$ cat config.mk
export PLATFORM = sky130hd
export DESIGN_NAME = mute_pin_ctrl
export DESIGN_NICKNAME = d
export VERILOG_FILES = /design/src/rtl/mute_pin_pkg.sv /design/src/rtl/mute_zero_det.sv /design/src/rtl/mute_err_hold.sv /design/src/rtl/mute_pwrup.sv /design/src/rtl/mute_pin_ctrl.sv
export SDC_FILE = /design/constraint.sdc
export NUM_CORES = 1
export LEC_CHECK = 0
export BUFFER_PORTS_ARGS = -buffer_cell sky130_fd_sc_hd__buf_2
export CAP_MARGIN = 20
export CORE_ASPECT_RATIO = 0.75
export CORE_MARGIN = 1
export CORE_UTILIZATION = 30
export CTS_BUF_LIST = sky130_fd_sc_hd__clkbuf_4
export DETAILED_ROUTE_END_ITERATION = 8
export PLACE_DENSITY = 0.48
export SYNTH_ARGS = -nofsm -noshare
export SYNTH_HDL_FRONTEND = slang
export SYNTH_SLANG_ARGS = --single-unit
$ cat constraint.sdc
create_clock -name clk -period 4.8 [get_ports clk]
set_clock_uncertainty 0.15 [all_clocks]
set_input_delay 0.48 -clock clk [delete_from_list [all_inputs] [get_ports clk]]
set_output_delay 0.48 -clock clk [all_outputs]
set_load 0.03 [all_outputs]
$ cat src/rtl/mute_pin_pkg.sv
package mute_pin_pkg;

  // Run-length step: restart on a nonzero sample, saturate at the limit.
  function automatic int unsigned run_step(input int unsigned cnt,
                                           input logic zero,
                                           input int unsigned lim);
    if (!zero)           return 0;
    else if (cnt >= lim) return lim;
    else                 return cnt + 1;
  endfunction

  // Hold-down step: reload while the fault is present, else count down per strobe.
  function automatic int unsigned hold_step(input int unsigned cnt,
                                            input logic fault,
                                            input logic strobe,
                                            input int unsigned lim);
    if (fault)                  return lim;
    else if (strobe && cnt != 0) return cnt - 1;
    else                        return cnt;
  endfunction

  // Pin level from the assertion request and the polarity bit.
  function automatic logic pin_level(input logic want, input logic inv);
    return want ^ inv;
  endfunction

endpackage

$ cat src/rtl/mute_zero_det.sv
module mute_zero_det #(
  parameter int DW       = 24,
  parameter int ZERO_RUN = 8192
) (
  input  logic          clk,
  input  logic          rst_n,
  input  logic          sample_valid,
  input  logic [DW-1:0] sample,
  output logic          silent
);
  import mute_pin_pkg::*;
  localparam int CW = $clog2(ZERO_RUN + 1);

  logic [CW-1:0] run_q;
  logic          is_zero;

  assign is_zero = (sample == '0);

  always_ff @(posedge clk or negedge rst_n) begin
    if (!rst_n)            run_q <= '0;
    else if (sample_valid) run_q <= CW'(run_step(32'(run_q), is_zero, ZERO_RUN));
  end

  assign silent = (32'(run_q) == ZERO_RUN);
endmodule

$ cat src/rtl/mute_err_hold.sv
module mute_err_hold #(
  parameter int ERR_HOLD = 1024
) (
  input  logic clk,
  input  logic rst_n,
  input  logic sample_valid,
  input  logic clk_err,
  output logic err_active
);
  import mute_pin_pkg::*;
  localparam int HW = $clog2(ERR_HOLD + 1);

  logic [HW-1:0] hold_q;

  always_ff @(posedge clk or negedge rst_n) begin
    if (!rst_n) hold_q <= '0;
    else        hold_q <= HW'(hold_step(32'(hold_q), clk_err, sample_valid, ERR_HOLD));
  end

  assign err_active = clk_err | (hold_q != '0);
endmodule

$ cat src/rtl/mute_pwrup.sv
module mute_pwrup #(
  parameter int PWRUP_CYC = 16
) (
  input  logic clk,
  input  logic rst_n,
  output logic done
);
  localparam int PW = $clog2(PWRUP_CYC + 1);

  logic [PW-1:0] cnt_q;

  always_ff @(posedge clk or negedge rst_n) begin
    if (!rst_n)                      cnt_q <= '0;
    else if (32'(cnt_q) < PWRUP_CYC) cnt_q <= cnt_q + 1'b1;
  end

  assign done = (32'(cnt_q) == PWRUP_CYC);
endmodule

$ cat src/rtl/mute_pin_ctrl.sv
module mute_pin_ctrl #(
  parameter int NCH       = 6,
  parameter int DW        = 24,
  parameter int ZERO_RUN  = 8192,
  parameter int ERR_HOLD  = 1024,
  parameter int PWRUP_CYC = 16
) (
  input  logic              clk,
  input  logic              rst_n,
  input  logic              sample_valid,
  input  logic [NCH*DW-1:0] chan_data,
  input  logic              pwr_down,
  input  logic              user_mute,
  input  logic              clk_err,
  input  logic              invert_pol,
  output logic              mute_pin_o,
  output logic              mute_oe_o
);
  import mute_pin_pkg::*;

  // Named internal events, visible to the bound checker.
  logic [NCH-1:0] ch_silent;
  logic           all_zero;
  logic           err_active;
  logic           pwrup_done;
  logic           mute_req;

  for (genvar k = 0; k < NCH; k++) begin : g_ch
    mute_zero_det #(.DW(DW), .ZERO_RUN(ZERO_RUN)) u_zd (
      .clk          (clk),
      .rst_n        (rst_n),
      .sample_valid (sample_valid),
      .sample       (chan_data[k*DW +: DW]),
      .silent       (ch_silent[k])
    );
  end

  assign all_zero = &ch_silent;

  mute_err_hold #(.ERR_HOLD(ERR_HOLD)) u_eh (
    .clk          (clk),
    .rst_n        (rst_n),
    .sample_valid (sample_valid),
    .clk_err      (clk_err),
    .err_active   (err_active)
  );

  mute_pwrup #(.PWRUP_CYC(PWRUP_CYC)) u_pu (
    .clk   (clk),
    .rst_n (rst_n),
    .done  (pwrup_done)
  );

  assign mute_req = user_mute | all_zero | err_active;

  always_ff @(posedge clk or negedge rst_n) begin
    if (!rst_n) begin
      mute_pin_o <= 1'b0;
      mute_oe_o  <= 1'b0;
    end else begin
      mute_pin_o <= pin_level(mute_req, invert_pol);
      mute_oe_o  <= pwrup_done & ~pwr_down;
    end
  end
endmodule

==> impl_metrics.toml <==
[outcome]
outcome = "finished clean"

[grt]
grt_antenna_before_repair = 0
grt-ovfl-total = 0
grt_max_degree = 70
grt_use_met3_pct = 3.46
gr-usage-met2_pct = 23.6
busiest_layer = "met2"
grtUsageTotal_pct = 15.2
grt_pass1_wl_um = 23300
first_global_vias = 4820
grtUsageMet1_pct = 21.2

[worst_setup_path]
rrSetupSlack_ns = 2.46
ff2ff_path_depth = 7
crit_required_ns = 5.04
crit_path_end_kind = "flip-flop"
r2r-start = "g_ch[4].u_zd.run_q[0]"
crit_type = "reg2reg"
worstPathArrival_ns = 2.58
r2r_end = "mute_pin_o"
critPathLaunchType = "flip-flop"
crit_path_max_fanout = 5

[route]
totalWireLength_um = 14000
dr.pass1.iters = 5
via_per_inst = 4.94
via_count = 4976
postRouteAntennaNets = 0
wire_per_inst_um = 13.9
drt-initial-drc-count = 267
drc = 0

[die]
fp-row-count = 42
pin_count = 153
core_area_um2 = 18000
die_x_um = 160
die_h_um = 121
dieArea_um2 = 19300
initial_utilization_pct = 31.3

[layout]
final_nets = 929
final_cells = 1008
multi_input_area_um2 = 2910
area_growth_pct = 21.3
n_antenna_cell = 0
fill_cells = 1847
seq_area_um2 = 2550
drive_above_1_share_pct = 23.1
fin_util_pct = 37.9

[min_path]
min_to = "mute_oe_o"
holdCritStartpoint = "pwr_down"
hold_path.class = "in2reg"
hold_path_depth = 2

[yosys]
ys_top_cells_by_count = "dfrtp_1 (102), nor2_1 (77), nor4_1 (51)"
yosysSeqAreaShare_pct = 45.4
synth_area_um2 = 5620
synth_edf_count = 0
synthArstFlopShare_pct = 100
synth-warning-count = 0
ys.flop_type = "dfrtp_1"
synth_top_area_share_pct = 45.4
syn-instance-count = 611
synth_area_leaders = "dfrtp_1 (45%), nor4_1 (5.7%), xnor2_1 (5.3%)"
synth_fp_nets = 778
ys_types = 46
avgSynthCellArea_um2 = 9.19
ys_seq_elements = 102
synth.most_common_cell = "dfrtp_1"
synth_top_cell_by_area = "dfrtp_1"

[timing]
period_minus_slack_ns = 2.34
rsz0062_at_grt = "no"
drv_slew = 0
setup_viol = 0
finalHoldViolations = 0
tightest_slew_ns = 0.903
period_share_pct = 48.8
timing.fmax_mhz = 427
setup_tns_ns = 0
finalHoldWorstSlack_ns = 0.130
slew_headroom_pct = 39.8

[cts]
cts_tree = "done"
clkSinkCount = 102
htreeDepth = 3
path_clk_slew_ns = 0.17
numCtsBuffers = 9
cts.repair.resized = 0
clockRootBuffer = "clkbuf_4"
clockBufferDepth = 2
clk_latency_ns = 0.48

[placement]
place_inst = 991
hpwl_um = 10700
gp_congestion = 0.811
port-buffer-count = 152

[flow_run]
cap_violations = 0

[pwr]
leakage_nw = 3.00
powerDensity_nw_per_um2 = 236
irDropWorstVdd_mv = 0.141
cell usage in the layout, fill, tap and decap left out, drive strengths merged, types with 10 or more instances in the layout:
cell type,instances
nand2b,10
nor3,17
o21ai,32
xnor2,34
nand3,28
inv,26
ha,16
nand4,20
nor4,51
dfrtp,102
nor2,77
and3,26
buf,155
xor2,21
nand2,43
worst max-delay path, stage by stage, from the launching register on:
cell	delay [ns]
dfrtp_1	0.45
inv_1	0.10
ha_1	0.14
nor4b_1	0.61
nand4_1	0.18
nor4_1	0.36
a2111oi_2	0.13
xnor2_1	0.13
worst max path at each step:
| stage | slack, ns | to | from | cells past startpoint |
|---|---|---|---|---|
| after detailed placement | 2.20 | g_ch[5].u_zd.run_q[11] | sample_valid | 7 |
| after floorplan | 2.84 | g_ch[1].u_zd.run_q[8] | chan_data[36] | 6 |
| after global placement | 2.21 | g_ch[0].u_zd.run_q[9] | sample_valid | 7 |
| final | 2.46 | mute_pin_o | g_ch[4].u_zd.run_q[0] | 7 |
| after global routing | 2.24 | mute_pin_o | g_ch[4].u_zd.run_q[0] | 7 |
| after CTS | 2.45 | mute_pin_o | g_ch[4].u_zd.run_q[0] | 7 |
report_power, final:
group          internal (W)  switching, W  total, W
Combinational      0.000104      0.000107  0.000210
Sequential         0.000879     0.0000221  0.000901
Clock              0.000209      0.000291  0.000500
registers in the layout, summed over array words and instances (netlist names):
signal	flops
u_eh.hold_q	11
u_pu.cnt_q	5
g_ch.u_zd.run_q	84
mute_oe_o	1
mute_pin_o	1
kinds of logic (layout without fill, tap and decap cells):
kind of cell | count (synthesis) | after routing | synth area share (%)
DFF | 102 | 102 | 45.4
muxes | 5 | 5 | 0.913
buffers and inverters | 42 | 197 | 2.83
AOI/OAI and AO/OA | 78 | 78 | 9.31
xor gates and xnor gates | 55 | 55 | 8.57
and+or+nand+nor | 313 | 313 | 29.4
adders and majority gates | 16 | 16 | 3.56
final cells by class:
class                   instances  share of cell area (%)
clock buffers                   9                   0.991
inverters                      25                    1.38
flip-flops and latches        102                    37.5
clock inverters                 6                    1.27
repair buffers                157                    11.8
multi-input cells             467                    42.6
well taps                     242                    4.44
repair_timing:
action | 4_1_cts | 5_1_grt
endpoints found under the hold margin | 69 | 0
buffers inserted | 0 | 0
hold buffers | 2 | 0
layer usage:
metal,part of all wire (%),wire length (um),vias up
li1,-,-,2506
met1,49,6890,2322
met2,45,6310,142
met3,5.1,712,6
met4,0.59,83,0
met5,0,0,-
per-stage QoR:
step                      power (W)  cell area (um^2)  worst slack, ns
after CTS                   0.00165              6820             2.45
after detailed placement    0.00113              6640             2.20
after global placement      0.00112              6640             2.21
after floorplan             0.00102              5620             2.84
after global routing        0.00170              6820             2.24
final                       0.00161              6820             2.46
No activity file was read; power rests on OpenSTA's default activity.
